[src/rtl/pcw_pkg.sv]
package pcw_pkg;
  typedef enum logic [1:0] {
    WLEN_256M = 2'b00,
    WLEN_128M = 2'b01,
    WLEN_64M  = 2'b10,
    WLEN_RSVD = 2'b11
  } win_len_e;

  localparam int unsigned LG_LARGEST = 28;

  // log2 of the window size for a valid code
  function automatic int unsigned len_lg(input win_len_e code);
    return LG_LARGEST - int'(code);
  endfunction
endpackage

[src/rtl/pcw_cfg_reg.sv]
module pcw_cfg_reg #(
  parameter int unsigned            REG_W   = 64,
  parameter int unsigned            OFS_W   = 12,
  parameter logic [OFS_W-1:0]       REG_OFS = 12'h060,
  parameter logic [REG_W-1:0]       DEF_VAL = 64'h0000_0000_B000_0000,
  localparam int unsigned           BE_W    = REG_W / 8,
  localparam int unsigned           AL_W    = $clog2(BE_W)
) (
  input  logic             clk_i,
  input  logic             rst_ni,
  input  logic             wr_en_i,
  input  logic [OFS_W-1:0] wr_addr_i,
  input  logic [BE_W-1:0]  wr_be_i,
  input  logic [REG_W-1:0] wr_data_i,
  output logic             upd_o,
  output logic [REG_W-1:0] next_o,
  output logic             rsvd_o
);
  import pcw_pkg::*;

  logic [REG_W-1:0] reg_q;
  logic             rsvd_q;
  logic             sel;

  assign sel   = wr_en_i && (wr_addr_i[OFS_W-1:AL_W] == REG_OFS[OFS_W-1:AL_W]);
  assign upd_o = sel && (|wr_be_i);

  for (genvar b = 0; b < BE_W; b++) begin : g_byte
    assign next_o[8*b +: 8] = (sel && wr_be_i[b]) ? wr_data_i[8*b +: 8] : reg_q[8*b +: 8];
  end

  always_ff @(posedge clk_i or negedge rst_ni) begin
    if (!rst_ni) begin
      reg_q  <= DEF_VAL;
      rsvd_q <= (DEF_VAL[2:1] == WLEN_RSVD);
    end else if (upd_o) begin
      reg_q  <= next_o;
      rsvd_q <= (next_o[2:1] == WLEN_RSVD);
    end
  end

  assign rsvd_o = rsvd_q;

  assert_rsvd_rise_on_write_R10: assert property (@(posedge clk_i) disable iff (!rst_ni)
    $rose(rsvd_q) |-> $past(upd_o));
  assert_no_be_no_change_R7: assert property (@(posedge clk_i) disable iff (!rst_ni)
    (wr_en_i && wr_be_i == '0) |=> $stable(reg_q));
endmodule

[src/rtl/pcw_map.sv]
module pcw_map #(
  parameter int unsigned       ADDR_W  = 64,
  parameter int unsigned       BASE_HI = 38,
  parameter logic [ADDR_W-1:0] DEF_VAL = 64'h0000_0000_B000_0000
) (
  input  logic              clk_i,
  input  logic              rst_ni,
  input  logic              upd_i,
  input  logic [ADDR_W-1:0] val_i,
  output logic              en_o,
  output logic [ADDR_W-1:0] base_o,
  output logic [ADDR_W-1:0] size_o
);
  import pcw_pkg::*;

  function automatic logic [ADDR_W-1:0] base_mask(input win_len_e code);
    logic [ADDR_W-1:0] m;
    for (int i = 0; i < ADDR_W; i++)
      m[i] = (i >= int'(len_lg(code))) && (i <= int'(BASE_HI));
    return m;
  endfunction

  function automatic logic [ADDR_W-1:0] size_of(input win_len_e code);
    return {{(ADDR_W-1){1'b0}}, 1'b1} << len_lg(code);
  endfunction

  localparam win_len_e          DEF_CODE = win_len_e'(DEF_VAL[2:1]);
  localparam logic [ADDR_W-1:0] DEF_BASE = DEF_VAL & base_mask(DEF_CODE);
  localparam logic [ADDR_W-1:0] DEF_SIZE = size_of(DEF_CODE);

  win_len_e          code;
  logic              valid;
  logic [ADDR_W-1:0] base_d, size_d;

  always_comb begin
    code   = win_len_e'(val_i[2:1]);
    valid  = (code != WLEN_RSVD);
    base_d = val_i & base_mask(code);
    size_d = size_of(code);
  end

  always_ff @(posedge clk_i or negedge rst_ni) begin
    if (!rst_ni) begin
      en_o   <= DEF_VAL[0];
      base_o <= DEF_BASE;
      size_o <= DEF_SIZE;
    end else if (upd_i && valid) begin
      en_o   <= val_i[0];
      base_o <= base_d;
      size_o <= size_d;
    end
  end

  assert_rsvd_keeps_map_R5: assert property (@(posedge clk_i) disable iff (!rst_ni)
    (upd_i && val_i[2:1] == 2'b11) |=> ($stable(base_o) && $stable(size_o) && $stable(en_o)));
  assert_map_only_on_write_R6: assert property (@(posedge clk_i) disable iff (!rst_ni)
    !upd_i |=> ($stable(base_o) && $stable(size_o) && $stable(en_o)));
  assert_base_aligned_R4: assert property (@(posedge clk_i) disable iff (!rst_ni)
    (base_o & (size_o - 1'b1)) == '0);
  assert_size_onehot_R3: assert property (@(posedge clk_i) disable iff (!rst_ni)
    $onehot0(size_o) && (size_o != '0));
endmodule

[src/rtl/pcw_addr_dec.sv]
module pcw_addr_dec #(
  parameter int unsigned ADDR_W = 64
) (
  input  logic              clk_i,
  input  logic              rst_ni,
  input  logic [ADDR_W-1:0] addr_i,
  input  logic              en_i,
  input  logic [ADDR_W-1:0] base_i,
  input  logic [ADDR_W-1:0] size_i,
  output logic              hit_o,
  output logic [7:0]        bus_o,
  output logic [4:0]        dev_o,
  output logic [2:0]        fn_o,
  output logic [11:0]       reg_o
);
  logic [ADDR_W-1:0] off;

  always_comb begin
    off   = addr_i - base_i;
    hit_o = en_i && (addr_i >= base_i) && (off < size_i);
    bus_o = hit_o ? off[27:20] : '0;
    dev_o = hit_o ? off[19:15] : '0;
    fn_o  = hit_o ? off[14:12] : '0;
    reg_o = hit_o ? off[11:0]  : '0;
  end

  assert_hit_needs_en_R2: assert property (@(posedge clk_i) disable iff (!rst_ni)
    hit_o |-> en_i);
  assert_hit_in_bus_range_R9: assert property (@(posedge clk_i) disable iff (!rst_ni)
    hit_o |-> ({{(ADDR_W-8){1'b0}}, bus_o} < (size_i >> 20)));
endmodule

[src/rtl/pcie_cfg_window.sv]
module pcie_cfg_window #(
  parameter int unsigned       ADDR_W  = 64,
  parameter int unsigned       OFS_W   = 12,
  parameter logic [OFS_W-1:0]  REG_OFS = 12'h060,
  parameter int unsigned       BASE_HI = 38,
  parameter logic [ADDR_W-1:0] DEF_VAL = 64'h0000_0000_B000_0000,
  localparam int unsigned      BE_W    = ADDR_W / 8
) (
  input  logic              clk_i,
  input  logic              rst_ni,
  input  logic              cfg_we_i,
  input  logic [OFS_W-1:0]  cfg_addr_i,
  input  logic [BE_W-1:0]   cfg_be_i,
  input  logic [ADDR_W-1:0] cfg_wdata_i,
  input  logic [ADDR_W-1:0] lookup_addr_i,
  output logic              lookup_hit_o,
  output logic [7:0]        lookup_bus_o,
  output logic [4:0]        lookup_dev_o,
  output logic [2:0]        lookup_fn_o,
  output logic [11:0]       lookup_reg_o,
  output logic              win_en_o,
  output logic [ADDR_W-1:0] win_base_o,
  output logic [ADDR_W-1:0] win_size_o,
  output logic              len_rsvd_o
);
  logic              upd;
  logic [ADDR_W-1:0] next_val;

  pcw_cfg_reg #(.REG_W(ADDR_W), .OFS_W(OFS_W), .REG_OFS(REG_OFS), .DEF_VAL(DEF_VAL)) u_reg (
    .clk_i, .rst_ni,
    .wr_en_i(cfg_we_i), .wr_addr_i(cfg_addr_i), .wr_be_i(cfg_be_i), .wr_data_i(cfg_wdata_i),
    .upd_o(upd), .next_o(next_val), .rsvd_o(len_rsvd_o)
  );

  pcw_map #(.ADDR_W(ADDR_W), .BASE_HI(BASE_HI), .DEF_VAL(DEF_VAL)) u_map (
    .clk_i, .rst_ni, .upd_i(upd), .val_i(next_val),
    .en_o(win_en_o), .base_o(win_base_o), .size_o(win_size_o)
  );

  pcw_addr_dec #(.ADDR_W(ADDR_W)) u_dec (
    .clk_i, .rst_ni, .addr_i(lookup_addr_i),
    .en_i(win_en_o), .base_i(win_base_o), .size_i(win_size_o),
    .hit_o(lookup_hit_o), .bus_o(lookup_bus_o), .dev_o(lookup_dev_o),
    .fn_o(lookup_fn_o), .reg_o(lookup_reg_o)
  );
endmodule

[config.mk]
export PLATFORM = sky130hd
export DESIGN_NAME = pcie_cfg_window
export DESIGN_NICKNAME = d
export VERILOG_FILES = /design/src/rtl/pcw_pkg.sv /design/src/rtl/pcw_cfg_reg.sv /design/src/rtl/pcw_map.sv /design/src/rtl/pcw_addr_dec.sv /design/src/rtl/pcie_cfg_window.sv
export SDC_FILE = /design/constraint.sdc
export NUM_CORES = 1
export LEC_CHECK = 0
export BUFFER_PORTS_ARGS = -buffer_cell sky130_fd_sc_hd__buf_2
export CORE_ASPECT_RATIO = 0.5
export CORE_MARGIN = 1
export CORE_UTILIZATION = 54
export CTS_CLUSTER_SIZE = 10
export DETAILED_ROUTE_END_ITERATION = 10
export GPL_ROUTABILITY_DRIVEN = 0
export GPL_TIMING_DRIVEN = 0
export PLACE_DENSITY = 0.82
export SETUP_SLACK_MARGIN = 0.05
export SLEW_MARGIN = 25
export SYNTH_ARGS = -nofsm -noshare
export SYNTH_HDL_FRONTEND = slang
export SYNTH_HIERARCHICAL = 1
export SYNTH_SLANG_ARGS = --single-unit
[constraint.sdc]
create_clock -name clk_i -period 14.13 [get_ports clk_i]
set_input_delay 0.7065 -clock clk_i [delete_from_list [all_inputs] [get_ports clk_i]]
set_output_delay 0.7065 -clock clk_i [all_outputs]
set_load 0.005 [all_outputs]
# ---- Word-level counts from Yosys, hierarchy flattened
# Cells that the tools add are included.
dict set report totals {
  register_bits 194
  in_bits 151
}
dict set report classes {
  add_sub_neg 2
  magnitude_cmp 41
  n_eq_ne 3
  n_shift 1
  muxes 12
  n_bitwise 1
  n_reduce_logical 14
}
# op n
set ops {}
lappend ops {{greater-or-equal comparator 6 x 32 -> 1 bit, first input constant} 16}
lappend ops {{greater-or-equal comparator 5 x 32 -> 1 bit, first input constant} 8}
lappend ops {{greater-or-equal comparator 7 x 32 -> 1 bit, first input constant} 7}
lappend ops {{greater-or-equal comparator 4 x 32 -> 1 bit, first input constant} 4}
lappend ops {{two-way mux 8 bit} 9}
lappend ops {{bitwise AND 64 x 39 -> 64 bit} 1}
lappend ops {{greater-or-equal comparator 3 x 32 -> 1 bit, first input constant} 2}
lappend ops {{greater-or-equal comparator 64 bit} 1}
lappend ops {{< comparator 64 bit} 1}
lappend ops {{left shift 1 x 32 -> 64 bit, first input constant} 1}
lappend ops {{subtractor 64 bit} 1}
lappend ops {{greater-or-equal comparator 1 x 32 -> 1 bit, first input constant} 1}
lappend ops {{greater-or-equal comparator 2 x 32 -> 1 bit, first input constant} 1}
lappend ops {{logical AND 1 bit} 13}
lappend ops {{two-way mux 12 bit} 1}
lappend ops {{equality test 9 x 4 -> 1 bit, second input constant} 1}
lappend ops {{OR reduction 8 bit} 1}
lappend ops {{subtractor 5 x 2 -> 6 bit, first input constant} 1}
lappend ops {{two-way mux 5 bit} 1}
lappend ops {{two-way mux 3 bit} 1}
lappend ops {{equality test 2 bit, second input constant} 1}
lappend ops {{inequality test 2 bit, second input constant} 1}

# ---- Depth between registers and ports, before layout
dict set report depth {
  ltp_word 7
  mapped_depth 23
  depth_no_buf 23
}

# ---- By module
# Netlist, hierarchy kept.
# mod instances cells_each area_each_um2 seq_area_each_um2
set by_module_without_submodules {}
lappend by_module_without_submodules {pcw_addr_dec 1 896 6037.0 0.0}
lappend by_module_without_submodules {pcw_cfg_reg 1 221 3784.9 1630.3}
lappend by_module_without_submodules {pcw_map 1 187 1873.0 605.6}

# ---- Worst setup path before layout
# No wires, ideal clock.
dict set report synth_path {
  path_kind {input to output}
  startpoint {input port lookup_addr_i[5]}
  endpoint {output port lookup_bus_o[0]}
  arrival_time_ps 4805
  required_time_ps 13424
  path_slack_ps 8619
  path_stages 21
  cell_sequence {ha_1 > buf_2 > and3_1 > a221oi_2 > a211oi_1 > o211ai_1 > a21oi_1 > a211o_1 > a221o_1 > a21oi_1 > xnor2_1 > ha_1 > a21o_1 > a21oi_1 > o21a_1 > nor3_1 > nor4_1 > o211ai_1 > a41oi_1 > clkbuf_1 > o311a_1}
}
dict set report synth_between {
  elab_chain_cells 4
  elab_cells_between_ends 6
  cone_classes {add/sub (1); order compare (2); mux (1); reduce/logical (2)}
}
# element line
set synth_rtl {}
lappend synth_rtl {{start: declaration} pcie_cfg_window.sv:15} ;# input logic [ADDR_W-1:0] lookup_addr_i,
lappend synth_rtl {{subtractor 64 bit or greater-or-equal comparator 64 bit (tied branches)} {pcw_addr_dec.sv:19, pcw_addr_dec.sv:20}}
lappend synth_rtl {{< comparator 64 bit or logical AND 1 bit (tied branches)} pcw_addr_dec.sv:20} ;# hit_o = en_i && (addr_i >= base_i) && (off < size_i);
lappend synth_rtl {{logical AND 1 bit} pcw_addr_dec.sv:20}
lappend synth_rtl {{two-way mux 8 bit (*)} pcw_addr_dec.sv:21} ;# bus_o = hit_o ? off[27:20] : '0;
lappend synth_rtl {{end: declaration} pcie_cfg_window.sv:17} ;# output logic [7:0] lookup_bus_o,
# Every way passes the cells marked *; elsewhere a longest branch is shown, timed or not.

# ---- Worst setup path in the final report
dict set report layout_path {
  startpoint {input port lookup_addr_i[15]}
  endpoint {output port lookup_bus_o[1]}
}
# Same word-level chain as after synthesis.

==> results.txt <==
status -> complete, no violations
Synth Area per Inst -> 7.858 µm²
global-route wire length before repair -> 39030 µm
DRC violations left -> 0
CTS H-tree lvls -> 2
cell mode on critical path -> a21oi_1
metal2 WL -> 11490 µm
Final Power -> 0.5930 mW
Area Growth Syn to Fin -> 17.84%
Worst path slowest cell -> a41oi_1
HP Class -> flip-flop to flip-flop
Setup WS post-layout -> 6.847 ns
final instance area -> 10680 µm²
Die Area -> 17330 µm²
crit path max fanout -> 10
Final Cycle Share -> 51.54%
Die Span Y -> 93.59 µm
max-cap viol count -> 0
Ports -> 310
TNS Setup -> 0 ns
Fin. Hold Viols -> 0
clk root buf -> clkbuf_16
setup bufs post-CTS -> 0
Starting Density -> 55.27%
leak pwr -> 5.587 nW
setup violators final -> 0
vias in the first global route -> 8325
clock slew at reported path FFs -> 0.06 ns
antenna violations before repair -> 4
final wirelength -> 24570 µm
IO buf count -> 154
Rel. slew slack -> 32.60%
M1 wire length -> 10650 µm
Avg WL per Cell -> 14.91 µm
top sig layer -> met5
Clock Sinks -> 42
worst vdd ir -> 0.07913 mV
via count -> 8919
TritonCTS Buffers -> 5
CTS tree -> yes
CP Launch Type -> input port
WP data arrival -> 6.58 ns
Vias/cell -> 5.412
Yosys warning count -> 6
grt total ovfl -> 0
Hold Slack -> 0.5087 ns
RSZ-0062 raised after global routing -> false
worst-skew pair later-pin latency -> 0.28 ns
min Tclk post-route -> 7.283 ns
Least-Margin Pin Slew -> 1.000 ns
DRT antenna net count -> 0
DRT Pass-1 Iters -> 8
detailed placement HPWL -> 21170 µm
met3 wire length -> 2165 µm
power density over the cells -> 55.55 nW/µm²
Slew Viols, Final -> 0
pre-CTS setup slack -> 6.971 ns
Die X -> 185.2 µm
cells after synthesis -> 1153
Worst Path Required -> 13.42 ns
core area -> 16390 µm²
nature of the critical path endpoint -> primary output
Critical Path, Cell by Cell -> buf_2, ha_1, clkbuf_1, nand2_1, or3_1, a211oi_1, o211ai_1, a21oi_1, a211o_1, a221o_1, a21oi_1, xnor2_1, ha_1, a21o_1, a21oi_1, o21a_1, nor3_1, nor4_1, o211ai_1, a41oi_1, clkbuf_1, o311a_1, buf_2
layout cells sized above 1 -> 25.30%
PostCTS Resize Cnt -> 0
WS Path Type -> input port to primary output
clock skew -> 0.002032 ns
Cell Rows -> 33
Slowest Stage Delay on Critical Path -> 0.68 ns
synthesized cell area -> 9060 µm²
GRT Resource Usage Total -> 27.79%
initial detailed-routing violation count -> 587
FMAX -> 137.3 MHz
Post-DP Area -> 10510 µm²
clk buf depth -> 2
CTS Hold Bufs -> 0
largest net degree at the start of global routing -> 43
Layout Nets -> 1705
[metal layers]
| layer | global-route usage (%) | vias to the layer above |
|---|---|---|
| met2 | 47.99 | 356 |
| met1 | 36.47 | 4122 |
| li1 | - | 4412 |
| met3 | 4.984 | 27 |
| met5 | 0 | - |
| met4 | 4.821 | 2 |
[layout make-up]
| type | instances | area, µm² |
|---|---|---|
| inverters | 146 | 548.0 |
| well taps | 227 | 284.0 |
| flip-flops and latches | 42 | 1060 |
| plain buffers | 148 | 1049 |
| clock inverters | 2 | 37.54 |
| repair buffers | 154 | 770.7 |
| clock buffers | 6 | 128.9 |
| fillers | 1465 | 5715 |
| multi-input cells | 921 | 6794 |
| diodes | 2 | 5.005 |
[registers in the layout, indices dropped and copies added (netlist names)]
register      flops
u_map/en_o        1
u_reg/rsvd_o      1
u_reg/reg_q      17
u_map/base_o     15
u_map/size_o      8
[layout by cell type, fill, tap and decap left out, types with 5 or more instances in the layout]
| master | instances |
|---|---|
| nand2_1 | 86 |
| a21oi_1 | 90 |
| and3_1 | 5 |
| a21o_1 | 45 |
| a211o_1 | 6 |
| conb_1 | 105 |
| buf_2 | 156 |
| a211oi_1 | 10 |
| o21ai_1 | 6 |
| xnor2_1 | 32 |
| nand2b_1 | 11 |
| dfstp_2 | 7 |
| o21bai_1 | 10 |
| inv_1 | 145 |
| xor2_1 | 28 |
| mux2_4 | 31 |
| o21ai_0 | 50 |
| o311a_1 | 24 |
| nor3_1 | 11 |
| dfrtp_1 | 35 |
| nor2_1 | 49 |
| clkbuf_1 | 31 |
| nand3_1 | 19 |
| nor2b_1 | 7 |
| and4_1 | 5 |
| buf_4 | 108 |
| o21a_1 | 15 |
| ha_1 | 135 |
| and2_1 | 5 |
| a31oi_1 | 12 |
| clkbuf_16 | 5 |
| nand4_1 | 28 |
| mux2_2 | 17 |
| o211ai_1 | 11 |
| nor4_1 | 6 |
| o31a_1 | 5 |
[where the power goes]
part	internal [mW]	switching, mW
clock	0.0833	0.0448
combinational	0.148	0.195
sequential	0.122	0.000590
[worst max-delay path: cells and delay by family]
family | cells | cell delay [ns]
xor+xnor | 1 | 0.15
fa+ha+maj | 2 | 0.45
buf+inv | 4 | 0.89
simple gates | 4 | 0.91
compound gates | 12 | 3.44
[worst paths after layout]
| kind | slack, ns | cells after the start | end | from |
|---|---|---|---|---|
| max | 6.85 | 23 | lookup_bus_o[1] | lookup_addr_i[15] |
| min | 0.51 | 1 | u_reg/reg_q[27]$_DFFE_PN0P_ | u_reg/reg_q[27]$_DFFE_PN0P_ |
| max reg2reg | 12.44 | 5 | u_map/base_o[37]$_DFFE_PN0P_ | u_reg/reg_q[1]$_DFFE_PN0P_ |
| min reg2reg | 0.51 | 1 | u_reg/reg_q[27]$_DFFE_PN0P_ | u_reg/reg_q[27]$_DFFE_PN0P_ |
| max in group asynchronous | 13.01 | 1 | u_map/base_o[27]$_DFFE_PN0P_ | rst_ni |
| min in group asynchronous | 0.56 | 1 | u_reg/reg_q[25]$_DFFE_PN0P_ | rst_ni |
[through the flow]
| stage | utilization, % | instances |
|---|---|---|
| after floorplan | - | 1257 |
| after global placement | 64.09 | 1638 |
| after detailed placement | 64.09 | 1638 |
| after CTS | 65.10 | 1646 |
| after global routing | 65.12 | 1647 |
| final | 65.13 | 1648 |
Note: power is estimated with default switching activity, not from simulation.
